File: src/rtl/csla_pkg.sv
package csla_pkg;

  // Sum bit of one full adder cell.
  function automatic logic fa_sum(input logic x, input logic y, input logic ci);
    return x ^ y ^ ci;
  endfunction

  // Carry bit of one full adder cell (majority of the three inputs).
  function automatic logic fa_carry(input logic x, input logic y, input logic ci);
    return (x & y) | (ci & (x ^ y));
  endfunction

endpackage

File: src/rtl/csla_ripple.sv
module csla_ripple #(
  parameter int N = 4
) (
  input  logic [N-1:0] a,
  input  logic [N-1:0] b,
  input  logic         ci,
  output logic [N-1:0] s,
  output logic         co
);
  import csla_pkg::*;

  logic [N:0] chain;
  assign chain[0] = ci;

  for (genvar i = 0; i < N; i++) begin : g_cell
    assign s[i]       = fa_sum(a[i], b[i], chain[i]);
    assign chain[i+1] = fa_carry(a[i], b[i], chain[i]);
  end

  assign co = chain[N];
endmodule

File: src/rtl/csla_bec.sv
module csla_bec #(
  parameter int N = 4
) (
  input  logic [N:0] v,
  output logic [N:0] x
);
  // Running AND of all bits below position i.
  logic [N:0] all_low;
  assign all_low[0] = 1'b1;
  assign x[0]       = ~v[0];

  for (genvar i = 1; i <= N; i++) begin : g_bit
    assign all_low[i] = all_low[i-1] & v[i-1];
    assign x[i]       = v[i] ^ all_low[i];
  end
endmodule

File: src/rtl/csla_group.sv
module csla_group #(
  parameter int N     = 4,
  parameter bit FIRST = 1'b0
) (
  input  logic [N-1:0] a,
  input  logic [N-1:0] b,
  input  logic         sel_c,
  output logic [N-1:0] s,
  output logic         co
);
  if (FIRST) begin : g_lsb
    csla_ripple #(.N(N)) u_rca (.a(a), .b(b), .ci(sel_c), .s(s), .co(co));
  end else begin : g_sel
    logic [N:0] plain_res;  // {carry, sum} with carry-in 0
    logic [N:0] inc_res;    // {carry, sum} with carry-in 1

    csla_ripple #(.N(N)) u_rca (
      .a(a), .b(b), .ci(1'b0), .s(plain_res[N-1:0]), .co(plain_res[N])
    );
    csla_bec #(.N(N)) u_bec (.v(plain_res), .x(inc_res));

    assign {co, s} = sel_c ? inc_res : plain_res;

    always_comb begin

      bec_plus_one_chk: assert (inc_res == plain_res + 1'b1);

      select_chk: assert ({co, s} == (sel_c ? ({1'b0, a} + {1'b0, b} + 1'b1)
                                            : ({1'b0, a} + {1'b0, b})));
    end
  end
endmodule

File: src/rtl/csla_adder.sv
module csla_adder #(
  parameter int WIDTH   = 16,
  parameter int GRP_W   = 4,
  parameter bit OUT_REG = 1'b1
) (
  input  logic             clk,
  input  logic             rst_n,
  input  logic [WIDTH-1:0] a_in,
  input  logic [WIDTH-1:0] b_in,
  input  logic             c_in,
  output logic [WIDTH-1:0] sum_out,
  output logic             c_out
);
  localparam int NGRP = WIDTH / GRP_W;


  if ((WIDTH % GRP_W) != 0 || WIDTH < GRP_W) begin : g_bad_width
    $error("csla_adder: WIDTH must be a positive multiple of GRP_W");
  end

  logic [NGRP:0]    grp_carry;  // carry selected by each slice
  logic [WIDTH-1:0] sum_comb;
  logic             cout_comb;

  assign grp_carry[0] = c_in;

  for (genvar g = 0; g < NGRP; g++) begin : g_grp
    csla_group #(.N(GRP_W), .FIRST(g == 0)) u_grp (
      .a    (a_in[g*GRP_W +: GRP_W]),
      .b    (b_in[g*GRP_W +: GRP_W]),
      .sel_c(grp_carry[g]),
      .s    (sum_comb[g*GRP_W +: GRP_W]),
      .co   (grp_carry[g+1])
    );
  end

  assign cout_comb = grp_carry[NGRP];

  always_comb begin

    full_sum_chk: assert ({cout_comb, sum_comb} ==
                          {1'b0, a_in} + {1'b0, b_in} + {{WIDTH{1'b0}}, c_in});
  end

  if (OUT_REG) begin : g_reg
    always_ff @(posedge clk or negedge rst_n) begin
      if (!rst_n) begin
        sum_out <= '0;
        c_out   <= 1'b0;
      end else begin
        sum_out <= sum_comb;
        c_out   <= cout_comb;
      end
    end


    reg_latency_chk: assert property (@(posedge clk) disable iff (!rst_n)
      $past(rst_n) |-> ({c_out, sum_out} ==
        $past({1'b0, a_in} + {1'b0, b_in} + {{WIDTH{1'b0}}, c_in})));


    reset_clear_chk: assert property (@(posedge clk)
      !rst_n |-> (sum_out == '0 && c_out == 1'b0));
  end else begin : g_comb
    assign sum_out = sum_comb;
    assign c_out   = cout_comb;
  end
endmodule

File: config.mk
export PLATFORM = sky130hd
export DESIGN_NAME = csla_adder
export DESIGN_NICKNAME = d
export VERILOG_FILES = /design/src/rtl/csla_pkg.sv /design/src/rtl/csla_ripple.sv /design/src/rtl/csla_bec.sv /design/src/rtl/csla_group.sv /design/src/rtl/csla_adder.sv
export SDC_FILE = /design/constraint.sdc
export NUM_CORES = 1
export LEC_CHECK = 0
export BUFFER_PORTS_ARGS = -buffer_cell sky130_fd_sc_hd__buf_2
export CELL_PAD_IN_SITES_DETAIL_PLACEMENT = 1
export CELL_PAD_IN_SITES_GLOBAL_PLACEMENT = 1
export CORE_MARGIN = 4
export CORE_UTILIZATION = 25
export DETAILED_ROUTE_END_ITERATION = 10
export GPL_ROUTABILITY_DRIVEN = 0
export GPL_TIMING_DRIVEN = 0
export PLACE_DENSITY_LB_ADDON = 0.25
export REMOVE_ABC_BUFFERS = 1
export SLEW_MARGIN = 20
export SYNTH_ARGS = -nofsm -noshare
export SYNTH_HDL_FRONTEND = slang
export SYNTH_SLANG_ARGS = --single-unit
export TNS_END_PERCENT = 50
File: constraint.sdc
create_clock -name clk -period 0.8 [get_ports clk]
set_clock_uncertainty 0.2 [all_clocks]
set_input_delay 0.08 -clock clk [delete_from_list [all_inputs] [get_ports clk]]
set_output_delay 0.08 -clock clk [all_outputs]
set_load 0.03 [all_outputs]
# Word level (Yosys, flattened, before mapping)
# Cells that the tools add are included.
word_totals:
  reg_bits: 17
  in_bits: 35
  output_inout_bits: 17
  word_cells: 100
classes:
  n_mux: 3
  bitwise: 95
ops:
  columns: ["op", "count"]
  rows:
  - ["$xor A1 B1 Y1", 41]
  - ["$and A1 B1 Y1", 38]
  - ["$mux W5", 3]
  - ["$or A1 B1 Y1", 13]
  - ["$not A1 Y1", 3]

# Longest topological paths before layout
logic_depth:
  word_depth: 12
  ltp_mapped: 12
  depth_no_buf: 12

# Hierarchy
# From an unflattened synthesis, not the netlist that was laid out.
unflattened:
  cells_unflattened: 106
  area_unflattened_um2: 1226.2
by_module_without_submodules:
  columns: ["mod", "n_inst", "cells_per_inst", "area_per_inst_um2", "seq_area_each_um2"]
  rows:
  - ["csla_ripple", 4, 14, 117.6, 0.0]
  - ["csla_adder", 1, 17, 425.4, 425.4]
  - ["csla_group at g_grp[1].u_grp ...", 3, 6, 60.1, 0.0]
  - ["csla_bec", 3, 5, 50.0, 0.0]

# Worst setup path before layout
# No wires, ideal clock.
synth_path:
  kind: "input -> register"
  startpoint: "input port a_in[4]"
  endpoint: "register sum_out[13]"
  setup_ns: 0.128
  t_arrival_ns: 2.514
  required_ns: 0.472
  path_slack_ns: -2.042
  stages: 11
  path_buffers: 0
  path_cell_list: "ha_1 -> inv_1 -> fa_1 -> fa_1 -> inv_1 -> fa_1 -> ha_1 -> nand2_2 -> mux2i_4 -> xnor2_2 -> mux2_1"
synth_via:
  elab_chain_cells: 11
  word_cells_on_any_way: 18
  classes_between: "mux (3); bitwise (15)"
synth_lines:
  columns: ["item", "line_no", "text"]
  rows:
  - ["start, declared", "csla_adder.sv:8", "input logic [WIDTH-1:0] a_in,"]
  - ["$and A1 B1 Y1 (2 in series)", "csla_pkg.sv:10", "return (x & y) | (ci & (x ^ y));"]
  - ["$or A1 B1 Y1", "csla_pkg.sv:10", null]
  - ["$and A1 B1 Y1", "csla_pkg.sv:10", null]
  - ["$or A1 B1 Y1", "csla_pkg.sv:10", null]
  - ["$and A1 B1 Y1 or $xor A1 B1 Y1 (tied branches)", "csla_pkg.sv:10, csla_pkg.sv:5", null]
  - ["$or A1 B1 Y1 or $and A1 B1 Y1 (tied branches)", "csla_pkg.sv:10, csla_bec.sv:13", null]
  - ["$xor A1 B1 Y1", "csla_bec.sv:14", "assign x[i] = v[i] ^ all_low[i];"]
  - ["$mux W5 * (3 in series)", "csla_group.sv:22", "assign {co, s} = sel_c ? inc_res : plain_res;"]
  - ["via g_grp[3].u_grp.s[1]", "csla_group.sv:8", "output logic [N-1:0] s,"]
  - ["end signal, assigned", "csla_adder.sv:51", "sum_out <= sum_comb;"]
  - ["end, declared", "csla_adder.sv:11", "output logic [WIDTH-1:0] sum_out,"]
# The timed path passes the listed nets; every way through them passes the cells marked *.

# Final worst setup path
layout_path:
  startpoint: "input port a_in[4]"
  endpoint: "register sum_out[15]"
# The elaborated chain is that of the path after synthesis.

==> results.yml <==
critical_path:
  slowest_delay_ns: 0.46
  worstPathArrival_ns: 2.56
  worst-path-max-fanout: 4
  start_kind: "primary input"
  setup.worst_path.end_class: "register"
  slowest_stage: "fa_2"
  cp_data_required_time_ns: 0.74
  crit_top_cell: "fa_2"
  critPathKind: "primary input to register"
  path_delay_family: "adder cells"
  crit_buf_inv: 3
  path_cells: "buf_8, ha_4, inv_2, fa_2, fa_2, inv_2, fa_2, ha_4, nand2_4, mux2i_4, xnor2_4, mux2_4"
floorplan:
  die_w_microns: 76.2
  die-area_sq_mm: 0.00581
  num_rows: 24
  core_sq_mm: 0.00444
  dieHeight_microns: 76.2
  start_util_pct: 26.2
  pin_count: 52
synthesis:
  synth-edff-count: 0
  synth-seq-cells: 17
  synth_top_area_share_pct: 36.6
  synthFlopType: "dfrtp_1"
  ys_top_cells_by_count: "inv_1, dfrtp_1, fa_1, ha_1"
  synth_top_area_cell: "dfrtp_1"
  syn_area_sq_mm: 0.00116
  synth.most_common_cell: "inv_1"
  async_flop_share_pct: 100
  syn-instance-count: 96
  yosysSeqAreaShare_pct: 36.6
  yosys-top-cells-area: "dfrtp_1, fa_1, ha_1"
  synth_cell_types: 15
  yosys_warnings: 0
  synth_area_per_cell_sq_um: 12.1
sta:
  drv_slew: 0
  setup_slack_ns: -1.83
  fin_crit_sh_pct: 328
  hold_viol_final: 22
  min_period_ns: 2.63
  max_freq_ghz: 0.381
  setup_viol: 33
  relSlewSlack_pct: 74.1
  tightest_slew_ns: 0.389
  finalSetupTns_ns: -26.31
  hold_ws_ns: -0.456
  rsz0062_at_grt: "yes"
pwr:
  irDropWorstVdd_uv: 740
  powerDensity_mw_per_mm2: 1970
  p_leak_nw: 0.954
routing:
  firstDrtPassIters: 2
  vias: 859
  viasPerCell: 4.07
  drtIter0Drc: 11
  wl_per_cell_microns: 11.7
  drc_errors: 0
  wl_microns: 2480
  final_antenna_net_count: 0
run_status:
  status: "finished, violations left"
  violations: "hold timing, setup timing"
final_layout:
  multi_input_area_sq_um: 752
  nNetsFinal: 220
  drive_above_1_share_pct: 59.1
  fill_cells: 509
  instances_no_fill: 211
  regArea_sq_um: 425
  antenna_cells: 0
  syn2layout_area_growth_pct: 60.1
  fin_area_sq_mm: 0.00186
cts:
  h-tree-depth: 1
  cts_tree: "yes"
  clock_sinks: 17
  clkSlewWorstSetupHoldPaths_ns: 0.07
  numCtsBuffers: 3
  cts_max_path_buffers: 2
  root_buffer: "clkbuf_8"
place:
  io_buffers: 51
  dpl.hpwl_microns: 2130
  placed_cells: 199
  dp_slack_ns: -2.34
  dpl_cell_area_sq_mm: 0.00148
global_routing:
  grt_max_degree: 18
  grt_pass1_vias: 975
  grt_pass1_wl_microns: 4420
  antenna_found_initial: 0
  grt-ovfl-total: 0
  grt.total_usage_pct: 9.13
flow_run:
  maxCapViolations: 0
min_path:
  hp-class: "primary input to asynchronous set/reset pin"
sequential cells by signal, indices dropped and copies added (netlist names):
name and flops:
sum_out 16, c_out 1
routing by layer:
layer	share of wire [%]	GRT usage [%]	vias up
li1	-	-	410
met1	37	10.7	413
met2	55	16.9	36
met3	7.4	2.72	0
met4	0	1.09	0
met5	0	0	-
worst paths after layout:
check	slack [ns]	cells after the start	start	end
worst max-delay path	-1.83	12	a_in[4]	sum_out[15]$_DFF_PN0_
worst min-delay path	-0.46	1	rst_n	sum_out[5]$_DFF_PN0_
max in group asynchronous	0.58	1	rst_n	sum_out[8]$_DFF_PN0_
min in group clk	-0.07	3	b_in[4]	sum_out[4]$_DFF_PN0_
cells by family (layout without fill, tap and decap cells):
logic type / Yosys count / after routing / synth area share, %
muxes: 9 / 9 / 9.57
buffers and inverters: 30 / 93 / 9.68
and+or+nand+nor: 7 / 7 / 2.90
xor gates and xnor gates: 6 / 6 / 5.16
adders and majority gates: 25 / 25 / 35.3
DFF: 17 / 17 / 36.6
AOI/OAI and AO/OA: 2 / 2 / 0.860
timing repair:
action | in CTS | in global routing
endpoints found under the hold margin | 23 | 22
cloned | 0 | 0
setup buffers | 5 | 4
endpoints found under the setup margin | 33 | 33
gates resized for setup | 63 | 14
pin swaps | 5 | 7
area by class of cell:
| cell class | count | area share (%) |
|---|---|---|
| well taps | 52 | 3.49 |
| clock buffers | 4 | 2.42 |
| multi-input cells | 49 | 40.4 |
| repair buffers | 59 | 24.8 |
| inverters | 30 | 6.04 |
| flip-flops and latches | 17 | 22.8 |
power by group:
part | internal, mW | leakage, nW | total (mW) | switching (mW)
registers | 1.07 | 0.199 | 1.17 | 0.0975
logic | 0.930 | 0.732 | 1.85 | 0.924
clock network | 0.353 | 0.0228 | 0.641 | 0.288
placed cells by master, fill, tap and decap left out, drive strengths merged:
cell / n
buf: 59
inv: 30
dfrtp: 17
fa: 13
ha: 12
mux2: 7
nand2: 5
clkbuf: 4
xnor2: 4
o21ai: 2
xor2: 2
nand2b: 2
mux2i: 2
per-stage QoR:
stage / util, % / power (mW)
6_report: 41.9 / 3.66
5_1_grt: 41.9 / 3.94
4_1_cts: 40.4 / 3.65
3_5_place_dp: 33.4 / 2.49
3_3_place_gp: 33.4 / 2.45
2_1_floorplan: - / 2.03
Note: power is estimated with default switching activity, not from simulation.
